<file path="config.mk">
export PLATFORM = sky130hd
export DESIGN_NAME = irq_agg_ctrl
export DESIGN_NICKNAME = d
export VERILOG_FILES = /design/src/rtl/irq_agg_pkg.sv /design/src/rtl/irq_agg_decode.sv /design/src/rtl/irq_agg_bank.sv /design/src/rtl/irq_agg_ctrl.sv
export SDC_FILE = /design/constraint.sdc
export NUM_CORES = 1
export LEC_CHECK = 0
export BUFFER_PORTS_ARGS = -buffer_cell sky130_fd_sc_hd__buf_2
export CAP_MARGIN = 20
export CORE_MARGIN = 5
export CORE_UTILIZATION = 57
export DETAILED_ROUTE_END_ITERATION = 10
export GPL_ROUTABILITY_DRIVEN = 0
export PLACE_DENSITY = 0.79
export SYNTH_ARGS = -nofsm -noshare
export SYNTH_HDL_FRONTEND = slang
export SYNTH_HIERARCHICAL = 1
export SYNTH_SLANG_ARGS = --single-unit
</file>
<file path="constraint.sdc">
create_clock -name clk_i -period 1.65 [get_ports clk_i]
set_input_delay 0 -clock clk_i [delete_from_list [all_inputs] [get_ports clk_i]]
set_output_delay 0 -clock clk_i [all_outputs]
set_load 0.005 [all_outputs]
</file>
<file path="src/rtl/irq_agg_pkg.sv">
package irq_agg_pkg;
  localparam int unsigned NUM_BANKS = 2;
  localparam int unsigned BANK_LO   = 0;
  localparam int unsigned BANK_HI   = 1;

  // per-bank register select, word index within a 16-byte bank window
  typedef struct packed {
    logic stat;
    logic en;
    logic clr;
    logic rsv;
  } bank_sel_t;
endpackage

</file>
<file path="src/rtl/irq_agg_decode.sv">
module irq_agg_decode
  import irq_agg_pkg::*;
#(
  parameter int unsigned ADDR_W = 8,
  parameter logic [ADDR_W-1:0] LO_BASE = 'h20,
  parameter logic [ADDR_W-1:0] HI_BASE = 'h10
) (
  input  logic [ADDR_W-1:0]          addr_i,
  input  logic                       acc_i,
  output bank_sel_t [NUM_BANKS-1:0]  sel_o,
  output logic                       hit_o
);
  localparam int unsigned WIN_LSB = 4;

  logic [NUM_BANKS-1:0] bank_hit;

  for (genvar b = 0; b < NUM_BANKS; b++) begin : g_bank
    localparam logic [ADDR_W-1:0] BASE = (b == BANK_LO) ? LO_BASE : HI_BASE;
    always_comb begin
      sel_o[b]    = '0;
      bank_hit[b] = acc_i && (addr_i[1:0] == 2'b00) &&
                    (addr_i[ADDR_W-1:WIN_LSB] == BASE[ADDR_W-1:WIN_LSB]);
      if (bank_hit[b]) begin
        unique case (addr_i[3:2])
          2'd0: sel_o[b].stat = 1'b1;
          2'd1: sel_o[b].en   = 1'b1;
          2'd2: sel_o[b].clr  = 1'b1;
          default: sel_o[b].rsv = 1'b1;
        endcase
      end
    end
  end

  assign hit_o = |bank_hit;
endmodule

</file>
<file path="src/rtl/irq_agg_bank.sv">
module irq_agg_bank #(
  parameter int unsigned BANK_W = 32
) (
  input  logic              clk_i,
  input  logic              rst_ni,
  input  logic [BANK_W-1:0] line_i,
  input  logic              en_we_i,
  input  logic              clr_we_i,
  input  logic [BANK_W-1:0] wdata_i,
  output logic [BANK_W-1:0] status_o,
  output logic [BANK_W-1:0] enable_o,
  output logic [BANK_W-1:0] pend_o
);
  logic [BANK_W-1:0] line_q, rise, fall, clr_mask, status_d;

  assign rise     = line_i & ~line_q;
  assign fall     = ~line_i & line_q;
  assign clr_mask = clr_we_i ? wdata_i : '0;
  // a rising line beats a same-cycle clear
  assign status_d = (status_o & ~clr_mask & ~fall) | rise;

  always_ff @(posedge clk_i or negedge rst_ni) begin
    if (!rst_ni) begin
      line_q   <= '0;
      status_o <= '0;
      enable_o <= '0;
    end else begin
      line_q   <= line_i;
      status_o <= status_d;
      if (en_we_i) enable_o <= wdata_i;
    end
  end

  assign pend_o = status_o & enable_o;


  en_write_chk: assert property (@(posedge clk_i) disable iff (!rst_ni)
    en_we_i |=> enable_o == $past(wdata_i));


  clr_effect_chk: assert property (@(posedge clk_i) disable iff (!rst_ni)
    clr_we_i |=> (status_o & $past(wdata_i & ~rise)) == '0);


  rise_sets_chk: assert property (@(posedge clk_i) disable iff (!rst_ni)
    (|rise) |=> (status_o & $past(rise)) == $past(rise));


  fall_clears_chk: assert property (@(posedge clk_i) disable iff (!rst_ni)
    (|fall) |=> (status_o & $past(fall)) == '0);
endmodule

</file>
<file path="src/rtl/irq_agg_ctrl.sv">
module irq_agg_ctrl
  import irq_agg_pkg::*;
#(
  parameter int unsigned BANK_W = 32,
  parameter int unsigned ADDR_W = 8,
  parameter logic [ADDR_W-1:0] LO_BASE = 'h20,
  parameter logic [ADDR_W-1:0] HI_BASE = 'h10
) (
  input  logic              clk_i,
  input  logic              rst_ni,
  input  logic [BANK_W-1:0] irq_lo_i,
  input  logic [BANK_W-1:0] irq_hi_i,
  input  logic [ADDR_W-1:0] addr_i,
  input  logic              wr_i,
  input  logic              rd_i,
  input  logic [BANK_W-1:0] wdata_i,
  output logic [BANK_W-1:0] rdata_o,
  output logic              err_o,
  output logic              irq_o
);
  bank_sel_t [NUM_BANKS-1:0] sel;
  logic                      hit, acc;
  logic [BANK_W-1:0]         lines   [NUM_BANKS];
  logic [BANK_W-1:0]         status  [NUM_BANKS];
  logic [BANK_W-1:0]         enable  [NUM_BANKS];
  logic [BANK_W-1:0]         pend    [NUM_BANKS];
  logic [BANK_W-1:0]         rd_val;
  logic                      any_pend;

  assign acc             = rd_i | wr_i;
  assign lines[BANK_LO]  = irq_lo_i;
  assign lines[BANK_HI]  = irq_hi_i;

  irq_agg_decode #(
    .ADDR_W (ADDR_W),
    .LO_BASE(LO_BASE),
    .HI_BASE(HI_BASE)
  ) u_dec (
    .addr_i(addr_i),
    .acc_i (acc),
    .sel_o (sel),
    .hit_o (hit)
  );

  for (genvar b = 0; b < NUM_BANKS; b++) begin : g_bank
    irq_agg_bank #(.BANK_W(BANK_W)) u_bank (
      .clk_i   (clk_i),
      .rst_ni  (rst_ni),
      .line_i  (lines[b]),
      .en_we_i (wr_i && sel[b].en),
      .clr_we_i(wr_i && sel[b].clr),
      .wdata_i (wdata_i),
      .status_o(status[b]),
      .enable_o(enable[b]),
      .pend_o  (pend[b])
    );
  end

  always_comb begin
    rd_val   = '0;
    any_pend = 1'b0;
    for (int b = 0; b < NUM_BANKS; b++) begin
      any_pend = any_pend | (|pend[b]);
      if (sel[b].stat) rd_val = rd_val | pend[b];
      if (sel[b].en)   rd_val = rd_val | enable[b];
    end
  end

  always_ff @(posedge clk_i or negedge rst_ni) begin
    if (!rst_ni) begin
      rdata_o <= '0;
      err_o   <= 1'b0;
      irq_o   <= 1'b0;
    end else begin
      rdata_o <= rd_i ? rd_val : '0;
      err_o   <= acc && !hit;
      irq_o   <= any_pend;
    end
  end


  irq_follow_chk: assert property (@(posedge clk_i) disable iff (!rst_ni)
    irq_o == $past(|(pend[BANK_LO] | pend[BANK_HI])));


  err_pulse_chk: assert property (@(posedge clk_i) disable iff (!rst_ni)
    (acc && !hit) |=> err_o);


  unmapped_zero_chk: assert property (@(posedge clk_i) disable iff (!rst_ni)
    (rd_i && !hit) |=> rdata_o == '0);


  idle_rdata_chk: assert property (@(posedge clk_i) disable iff (!rst_ni)
    !rd_i |=> rdata_o == '0);


  always_comb begin
    if (!rst_ni) reset_state_chk: assert (status[BANK_LO] == '0 && enable[BANK_HI] == '0 && !irq_o);
  end
endmodule

</file>
==> impl_results.md <==
* Status: finished with violations
* Violated checks: setup timing
* Yosys warning count at 6
* Setup ws final at -0.102 ns
* Kind of critical path: register to register
* Die X at 140 um
* Commonest non-fill, non-tap cell in the layout: dfrtp_1
* Synth Instances at 716
* Cells along the critical path: and2_4 > nor4_4 > nand4_1 > or4_1
* Design area at 0.0135 sq mm
* Fin crit share at 1.06
* Met3 Use GR at 0.0470
* Final setup vio count at 1
* Layout area overhead at 39.8%
* CP peak stage delay at 0.53 ns
* Clock Latency Late Sink at 0.53 ns
* Area of the die at 0.0197 sq mm
* Post-DRT Antenna Nets at 0
* Setup Skew at 0.0265 ns
* Multi-input logic area at approximately 0.0040 sq mm
* Reg area at 0.00566 sq mm
* Fin nets at 1155
* Crit-path slowest cell: or4_1
* # H-tree levels at 1
* Final setup TNS at -0.102 ns
* Placed cell areas at 0.0116 sq mm
* Final wirelength at 26400 um
* Initial core utilization at 0.583
* Data required time at the worst endpoint at 2.03 ns
* Antenna violations before repair at 0
* Total GRT Usage at 0.273
* Post-layout total power at 12.5 mW
* Via density per instance at 5.61
* CTS tree: built
* Min Hold Slack at 0.0715 ns
* Fmax at 571 MHz
* Crit-path leading delay family: simple AND/OR/NAND/NOR gates
* I/O Pins at ~140
* Die Y at around 140 um
* Max_cap viols at 0
* Worst-path fanout max at 2
* Cts bufs inserted at 24
* Critical path arrival at about 2.1 ns
* Core ar. at 0.0166 sq mm
* Area of the mapped netlist at 0.00967 sq mm
* Post-layout instance count excluding filler cells at 1281
* CP startpoint kind: register
* RSZ-0062 raised after global routing: true
* Largest net degree at the start of global routing at 63
* Clock Tree Buf Depth at 3
* Number of antenna diodes at 0
* Fillers at 907
* WL/cell at 20.6 um
* Vias in the first global route at between 7k and 8k
* Pwr Density at 926 mW/mm^2
* CTS clk-pin slew, worst paths at 0.06 ns
* Max Slew Vio Count at 0
* 1st-pass router iterations at 5
* Relative max-transition margin at 0.755
* Iter 0 DRT Violations at 526
* Clock sink total at about 230
* Global-route wire length before repair at 42900 um
* Most frequent cells in the layout: 226 x dfrtp_1, 140 x buf_2, 100 x dlygate4sd3_1
* Hpwl dp at between 15000 and 20000 um
* IO Port Bufs at 141
* DRC violation count after routing at 0
* Worst Path Buf+Inv at 0
* Worst slew pin tran at around 0.37 ns
* Post-Syn Nets at 824
* Top Usage Layer GRT: met2
* Post-layout util at 0.815
* Post-layout min period at 1.75 ns
* Max IR drop VDD at roughly 0.76 mV
* CP endpoint kind: register
* Synthesized area per cell at between 10 and 15 sq um
* GRT met2 Usage at 0.479
* Lkg Pwr at 6.42 nW
* Grt ovf at 0
* DP Cell Count at about 1.1k
* CTS root buffer: clkbuf_16
* Cell Rows at 47
* Share of cells above drive strength 1 at 0.462
* Final-report hold violation count at 0
* Met1 global-route usage at 0.354
* Via count at between 7k and 8k
* Min-Delay Path Class: input port to register
* Pre-CTS WS at -0.297 ns
-- metal layers --
metal	up-vias	wire length, um
met1	3693	10700
met4	0	511
li1	3170	-
met5	-	0
met2	280	13700
met3	48	1490
-- area by class of cell --
cell class,instances,share of cell area
Clock buffer,36,0.0507
Clock inverter,4,0.00416
Inverter,64,0.0178
Multi-Input combinational cell,394,0.293
Sequential cell,226,0.418
Tap cell,220,0.0204
Timing Repair Buffer,337,0.196
-- report_power, final --
group	internal, mW	switching, mW	total [mW]
registers	5.86	0.168	6.02
clock network	3.01	2.10	5.11
logic	0.805	0.587	1.39
-- sequential cells by signal, indices dropped and copies added (netlist names) --
signal / flops
err_o: 1
g_bank.u_bank/enable_o: 64
g_bank.u_bank/line_q: 64
g_bank.u_bank/status_o: 64
irq_o: 1
rdata_o: 32
-- worst paths after layout --
| path | start | end | slack, ns | depth (start not counted) |
|---|---|---|---|---|
| min reg2reg | g_bank[0].u_bank/enable_o[1] | g_bank[0].u_bank/enable_o[1] | 0.54 | 1 |
| max in group asynchronous | rst_ni | g_bank[0].u_bank/line_q[7] | 0.50 | 4 |
| min in group asynchronous | rst_ni | rdata_o[26] | 0.50 | 3 |
| max | g_bank[1].u_bank/enable_o[14] | irq_o | -0.10 | 4 |
| max reg2reg | g_bank[1].u_bank/enable_o[14] | irq_o | -0.10 | 4 |
| min | rd_i | rdata_o[10] | 0.07 | 3 |
-- what timing repair did --
action                                  in CTS  in global routing
pin swaps                                   13                  1
cloned                                       0                  0
endpoints found under the hold margin      419                  0
setup buffers                                7                  0
hold buffers                               100                  0
gates resized for setup                     23                  2
endpoints found under the setup margin       1                  1
-- worst reg2reg max path: stages (launching register included) --
cell     delay [ns]
dfrtp_1        0.38
and2_4         0.17
nor4_4         0.31
nand4_1        0.20
or4_1          0.53
Note: power is estimated with default switching activity, not from simulation.
